[config.mk]
export PLATFORM = sky130hd
export DESIGN_NAME = ecls_top
export DESIGN_NICKNAME = d
export VERILOG_FILES = /design/src/rtl/ecls_pkg.sv /design/src/rtl/ecls_classify.sv /design/src/rtl/ecls_counter.sv /design/src/rtl/ecls_status.sv /design/src/rtl/ecls_report.sv /design/src/rtl/ecls_top.sv
export SDC_FILE = /design/constraint.sdc
export NUM_CORES = 1
export LEC_CHECK = 0
export BUFFER_PORTS_ARGS = -buffer_cell sky130_fd_sc_hd__buf_2
export CELL_PAD_IN_SITES_DETAIL_PLACEMENT = 0
export CELL_PAD_IN_SITES_GLOBAL_PLACEMENT = 2
export CORE_ASPECT_RATIO = 0.6
export CORE_MARGIN = 2
export CORE_UTILIZATION = 33
export DETAILED_ROUTE_END_ITERATION = 12
export MAX_ROUTING_LAYER = met4
export PLACE_DENSITY = 0.81
export SETUP_SLACK_MARGIN = 0.15
export SLEW_MARGIN = 20
export SYNTH_ARGS = -nofsm -noshare
export SYNTH_HDL_FRONTEND = slang
export SYNTH_SLANG_ARGS = --single-unit
[constraint.sdc]
create_clock -name clk -period 2.3 [get_ports clk]
set_input_delay 0.23 -clock clk [delete_from_list [all_inputs] [get_ports clk]]
set_output_delay 0.23 -clock clk [all_outputs]
set_load 0.05 [all_outputs]
[src/rtl/ecls_pkg.sv]
`timescale 1ns/1ps
package ecls_pkg;

  localparam int N_ERR   = 9;
  localparam int N_CLASS = 3;
  localparam int PER_CLS = N_ERR / N_CLASS;

  typedef enum logic [1:0] {
    SEV_CORR     = 2'd0,
    SEV_NONFATAL = 2'd1,
    SEV_FATAL    = 2'd2
  } sev_e;

  // Event lines are grouped by class in ascending severity.
  function automatic logic [N_ERR-1:0] class_mask(input int cls);
    logic [N_ERR-1:0] m;
    m = '0;
    for (int i = 0; i < N_ERR; i++) begin
      if ((i / PER_CLS) == cls) m[i] = 1'b1;
    end
    return m;
  endfunction

endpackage

[src/rtl/ecls_classify.sv]
`timescale 1ns/1ps
module ecls_classify
  import ecls_pkg::*;
(
  input  logic [N_ERR-1:0]   err,
  output logic [N_CLASS-1:0] hit
);

  for (genvar c = 0; c < N_CLASS; c++) begin : g_cls
    localparam logic [N_ERR-1:0] MASK = class_mask(c);
    assign hit[c] = |(err & MASK);
  end

endmodule

[src/rtl/ecls_counter.sv]
`timescale 1ns/1ps
module ecls_counter #(
  parameter int W = 4
) (
  input  logic         clk,
  input  logic         rst_n,
  input  logic         inc,
  output logic [W-1:0] cnt
);

  logic         at_max;
  logic         cnt_en;
  logic [W-1:0] cnt_d;

  always_comb begin
    at_max = &cnt;
    cnt_en = inc & ~at_max;
    cnt_d  = cnt + 1'b1;
  end

  always_ff @(posedge clk or negedge rst_n) begin
    if (!rst_n) begin
      cnt <= '0;
    end else if (cnt_en) begin
      cnt <= cnt_d;
    end
  end

endmodule

[src/rtl/ecls_status.sv]
`timescale 1ns/1ps
module ecls_status
  import ecls_pkg::*;
(
  input  logic               clk,
  input  logic               rst_n,
  input  logic [N_CLASS-1:0] hit,
  input  logic               clr_wr,
  input  logic [N_CLASS-1:0] clr_data,
  output logic [N_CLASS-1:0] status
);

  logic [N_CLASS-1:0] clr_mask;
  logic [N_CLASS-1:0] status_d;
  logic               status_en;

  always_comb begin
    clr_mask  = clr_wr ? clr_data : '0;
    status_d  = (status & ~clr_mask) | hit;
    status_en = clr_wr | (|hit);
  end

  always_ff @(posedge clk or negedge rst_n) begin
    if (!rst_n) begin
      status <= '0;
    end else if (status_en) begin
      status <= status_d;
    end
  end

endmodule

[src/rtl/ecls_report.sv]
`timescale 1ns/1ps
module ecls_report
  import ecls_pkg::*;
(
  input  logic               clk,
  input  logic               rst_n,
  input  logic [N_CLASS-1:0] hit,
  input  logic [N_CLASS-1:0] rpt_en,
  output logic               msg_req,
  output sev_e               msg_class,
  output logic               link_rst
);

  logic [N_CLASS-1:0] act;
  logic               req_d;
  sev_e               cls_d;
  logic               rst_d;

  always_comb begin
    act   = hit & rpt_en;
    req_d = |act;
    rst_d = hit[SEV_FATAL];
    if (act[SEV_FATAL]) begin
      cls_d = SEV_FATAL;
    end else if (act[SEV_NONFATAL]) begin
      cls_d = SEV_NONFATAL;
    end else begin
      cls_d = SEV_CORR;
    end
  end

  always_ff @(posedge clk or negedge rst_n) begin
    if (!rst_n) begin
      msg_req   <= 1'b0;
      msg_class <= SEV_CORR;
      link_rst  <= 1'b0;
    end else begin
      msg_req   <= req_d;
      msg_class <= cls_d;
      link_rst  <= rst_d;
    end
  end

endmodule

[src/rtl/ecls_top.sv]
`timescale 1ns/1ps
module ecls_top
  import ecls_pkg::*;
#(
  parameter int CNT_W = 4
) (
  input  logic                   clk,
  input  logic                   rst_n,
  input  logic [8:0]             err_i,
  input  logic [2:0]             rpt_en_i,
  input  logic                   clr_wr_i,
  input  logic [2:0]             clr_data_i,
  output logic [2:0]             status_o,
  output logic [9*CNT_W-1:0]     cnt_o,
  output logic                   msg_req_o,
  output logic [1:0]             msg_class_o,
  output logic                   link_rst_o
);

  logic [1:0]         rst_pipe;
  logic               rst_sync_n;
  logic [N_CLASS-1:0] hit;
  sev_e               cls_q;

  always_ff @(posedge clk or negedge rst_n) begin
    if (!rst_n) begin
      rst_pipe <= '0;
    end else begin
      rst_pipe <= {rst_pipe[0], 1'b1};
    end
  end
  assign rst_sync_n = rst_pipe[1];

  ecls_classify u_classify (
    .err (err_i),
    .hit (hit)
  );

  for (genvar k = 0; k < N_ERR; k++) begin : g_cnt
    ecls_counter #(.W(CNT_W)) u_cnt (
      .clk   (clk),
      .rst_n (rst_sync_n),
      .inc   (err_i[k]),
      .cnt   (cnt_o[k*CNT_W +: CNT_W])
    );
  end

  ecls_status u_status (
    .clk      (clk),
    .rst_n    (rst_sync_n),
    .hit      (hit),
    .clr_wr   (clr_wr_i),
    .clr_data (clr_data_i),
    .status   (status_o)
  );

  ecls_report u_report (
    .clk       (clk),
    .rst_n     (rst_sync_n),
    .hit       (hit),
    .rpt_en    (rpt_en_i),
    .msg_req   (msg_req_o),
    .msg_class (cls_q),
    .link_rst  (link_rst_o)
  );

  assign msg_class_o = cls_q;

endmodule

# Word-level counts from Yosys, hierarchy flattened
# Index checks and enable logic that the tools add are counted.
[op_classes] multipliers=0 n_reduce_logical=14 div_mod_pow=0 bitwise=23 eq_ne=0 n_addsub=9 magnitude_cmp=0 muxes=3 n_shift=0
[ops] op="adder 4 x 1 -> 4 bit, second input constant" count=9
[ops] op="AND reduction 4 bit" count=9
[ops] op="OR reduction 3 bit" count=4
[ops] op="bitwise AND 1 bit" count=9
[ops] op="inverter 1 bit" count=9
[ops] op="OR reduction 9 bit" count=1
[ops] op="bitwise AND 3 bit" count=2
[ops] op="two-way mux 3 bit" count=1
[ops] op="inverter 3 bit" count=1
[ops] op="bitwise OR 3 bit" count=1
[ops] op="two-way mux 2 bit" count=1
[ops] op="two-way mux 1 bit" count=1
[ops] op="bitwise OR 1 bit" count=1
[word_totals] inputBits=18 output_inout_bits=43 mem_bits_ro=0 elab_cells=63 mem_bits_rw=0 memories=0 latch_bits=0 register_bits=45

# Depth between registers and ports, before layout
[depth] word_depth=4 depth_mapped=4

# Modules after synthesis
# From an unflattened synthesis, not the netlist that was laid out.
[hier_totals] hier_cells=204 hier_area_um2=2200.9
[modules_own_cells] mod="ecls_counter" n_inst=9 area_per_inst_um2=210.2 cells_each=20 seq_area_each_um2=100.1
[modules_own_cells] mod="ecls_report" n_inst=1 area_per_inst_um2=127.6 cells_each=9 seq_area_each_um2=100.1
[modules_own_cells] mod="ecls_status" n_inst=1 area_per_inst_um2=108.9 cells_each=9 seq_area_each_um2=75.1
[modules_own_cells] mod="ecls_top" n_inst=1 area_per_inst_um2=53.8 cells_each=3 seq_area_each_um2=50.0
[modules_own_cells] mod="ecls_classify" n_inst=1 area_per_inst_um2=18.8 cells_each=3 seq_area_each_um2=0.0

# Least setup slack after synthesis
# No wires, ideal clock.
[synth_timing] path_type="flip-flop to flip-flop" from="register g_cnt[8].u_cnt.cnt[0]" to="register g_cnt[8].u_cnt.cnt[1]" t_arrival_ns=1.469 path_stages_with_launch=5 n_path_buf=0 setup_time_ns=0.125 t_required_ns=2.175 path_slack_ns=0.706 synth_period_minus_slack_ns=1.594 cell_sequence="dfrtp_1 > ha_1 > nand3_1 > nand2_1 > mux2_2"
[synth_via] elab_chain_cells=3 word_cells_on_any_way=4 cone_classes="add/sub: 1; bitwise: 2; reduce/logical: 1"
[synth_lines] item="start: declaration" line_no="ecls_counter.sv:8" text="output logic [W-1:0] cnt"
[synth_lines] item="start signal: assignment" line_no="ecls_counter.sv:25" text="cnt <= cnt_d;"
[synth_lines] item="branches (longest 3 deep; another with adder 4 x 1 -> 4 bit)"
# Parallel ways; which one is timed is not known.
# A chain may end at the register's enable or synchronous reset.

# Final worst setup path
[layout_timing] from="register g_cnt[2].u_cnt.cnt[0]" to="register g_cnt[2].u_cnt.cnt[1]"
[layout_via] elab_chain_cells=3 word_cells_on_any_way=4 cone_classes="add/sub: 1; bitwise: 2; reduce/logical: 1"
[layout_lines] item="start: declaration" line_no="ecls_counter.sv:8"
[layout_lines] item="start signal: assignment" line_no="ecls_counter.sv:25"
[layout_lines] item="branches (longest 3 deep; another with adder 4 x 1 -> 4 bit)"
# Parallel ways; which one is timed is not known.

==> results.md <==
* Post-DR wirelength/cell at 12.09 µm
* Synth top area share at 58.67%
* CTS root buf: clkbuf_8
* Syn Inst Count at 168
* Initial antenna violation count at 0
* CP max stage delay at 0.42 ns
* Avg Cell Area, Syn at 11.42 µm²
* Vias in the first global route at 1,251
* Tmin final at 1.310 ns
* H-tree lvl count at 2
* Final hold viol count at 0
* Final setup fails at 0
* Distinct cells, synth at 21
* Setup Total Neg Slack at 0 ns
* Post-CTS sizing at 0
* Slew HR at 66.23%
* Crit-path slowest cell: dfrtp_1
* CTS buffer count at 5
* Port bufs at 60
* Ys Warns at 0
* Ratio of cells with drive above 1 in the final layout at 34.73%
* Seq/Total Area, Yosys at 58.67%
* Crit path max fanout at 4
* Synth Net Count at 195
* Most frequent cells in the layout: buf_2 (60), dfrtp_1 (44), a21oi_1 (23)
* Top cell type by total area after synthesis: dfrtp_1
* Starting Density at 34.29%
* Area of the multi-input gates at 759.5 µm²
* Vias/cell at 4.508
* First-pass GRT wire length at 6216 µm
* Chip Width at 102.5 µm
* Clk slew on worst S/H paths at 0.09 ns
* Critical path capture point type: register
* GRT Util Overall at 12.96%
* Fin crit share at 56.96%
* Clk sink count at 45
* Status: completed
* Max clock buf depth at 2
* Max Clk Rate at 0.7633 GHz
* Worst setup path category: register to register
* Startpoint Class: register
* Antenna cells at 0
* Leading post-synthesis cells by cell area: dfrtp_1 (59%), a21oi_1 (6.0%), ha_1 (5.9%)
* P&R area growth vs syn at 28.49%
* RSZ-0062 raised after global routing: no
* Design Area, Final at 0.002466 mm²
* Largest net degree at the start of global routing at 24
* Crit path cell chain: ha_1, nand3_1, nand2_1, mux2_2
* Routability cong. at 0.7675
* Critical Path RT at 2.49 ns
* Commonest non-fill, non-tap cell in the layout: buf_2
* Post-DP Area at 0.002336 mm²
* Clock Latency Late Sink at 0.30 ns
* 1st-iter DRT viols at 35
* # DRC at 0
* Maxcap violations at 0
* Clock Skew at 0.01184 ns
* GRT overflow at 0
* Cell area after synthesis at 0.001919 mm²
* DR vias at 1,438
* Num rows at 21
* Die height at 63.08 µm
* Hold Crit Class: primary input to register
* Worst slew pin tran at 0.5066 ns
* IO Count at 61
* Drt total wl at 3858 µm
* Die footprint at 0.006462 mm²
* Reg area at 0.001127 mm²
* DP HPWL at 2942 µm
* Core area at 0.005597 mm²
* Post-synthesis register bit count at 45
* DRT antenna net count at 0
* CP top delay family: flip-flops
* Layout Nets at 265
* CP arrival at 1.50 ns
* Fillers at 530
* CP Buf/Inv Count at 0
* Total iterations of the first detailed-routing run at 4
* Slew Viols, Final at 0
* CTS tree: yes
-- registers in the layout, indices dropped and copies added, names as in the netlist --
signal              count
u_report.link_rst       1
g_cnt.u_cnt.cnt        36
u_report.msg_req        1
u_report.msg_class      2
rst_pipe                2
u_status.status         3
-- cells by family after synthesis --
logic type      after synthesis  share of synthesized area, %
simple gates                 55                         15.06
flops                        45                         58.67
compound gates               31                         9.061
fa+ha+maj                     9                         5.867
xor+xnor                      9                         4.107
mux                           9                         5.280
buf+inv                       9                         1.760
other cells                   1                        0.1954
-- worst paths after layout --
check | from | end | slack (ns) | cells after the start
max | g_cnt[2].u_cnt.cnt[0] | g_cnt[2].u_cnt.cnt[1] | 0.99 | 4
min | rpt_en_i[1] | u_report.msg_class[0] | 0.15 | 3
max reg2reg | g_cnt[2].u_cnt.cnt[0] | g_cnt[2].u_cnt.cnt[1] | 0.99 | 4
min reg2reg | rst_pipe[1] | u_status.status[0] | 0.23 | 0
max in group asynchronous | rst_pipe[1] | g_cnt[5].u_cnt.cnt[3] | 1.49 | 1
min in group asynchronous | rst_pipe[1] | u_status.status[0] | 0.23 | 0
-- synth_stat cells, drive strengths merged --
library cell,instances
nor2b,4
a21oi,23
ha,9
conb,1
dfrtp,45
a221o,1
nand3,9
nand2,14
xnor2,9
nand4,9
nor3,9
and2,1
a21o,3
mux2,9
or3,3
and3,4
a31oi,4
inv,9
nor2,2
-- layout make-up --
cell class / instances / area share, %
flip-flops and latches: 45 / 45.71
multi-input cells: 114 / 30.80
repair buffers: 63 / 13.19
well taps: 80 / 4.059
clock buffers: 6 / 3.349
clock inverters: 2 / 1.522
inverters: 9 / 1.370
-- per-stage QoR --
stage / setup slack, ns / cells / hold WS, ns / util (%)
6_report: 0.9899 / 319 / 0.1513 / 44.06
4_1_cts: 0.9926 / 319 / 0.1402 / 44.06
3_5_place_dp: 0.9935 / 310 / 0.01549 / 41.74
2_1_floorplan: 0.7061 / 168 / -0.06559 / -
3_3_place_gp: 1.000 / 310 / 0.01584 / 41.74
5_1_grt: 0.8814 / 319 / 0.1558 / 44.06
-- routing by layer --
metal	vias up	track usage, %	wire length, µm	part of all wire, %
met5	-	-	0	0
met4	0	4.000	34	0.88
met3	4	4.661	290	7.5
met2	40	15.20	1510	39
met1	654	20.13	2022	52
li1	740	-	-	-
-- timing repair --
action,4_1_cts,5_1_grt
setup endpoints to repair,0,0
endpoints found under the hold margin,2,0
setup buffers,0,0
hold buffers,1,0
-- worst min-delay path, delay by kind of cell --
family                 cells  cell delay, ns
and+or+nand+nor            2            0.09
buffers and inverters      1            0.11
Power is not shown: default switching activity piles up to over one toggle a cycle in this logic, so the estimate is an artifact.
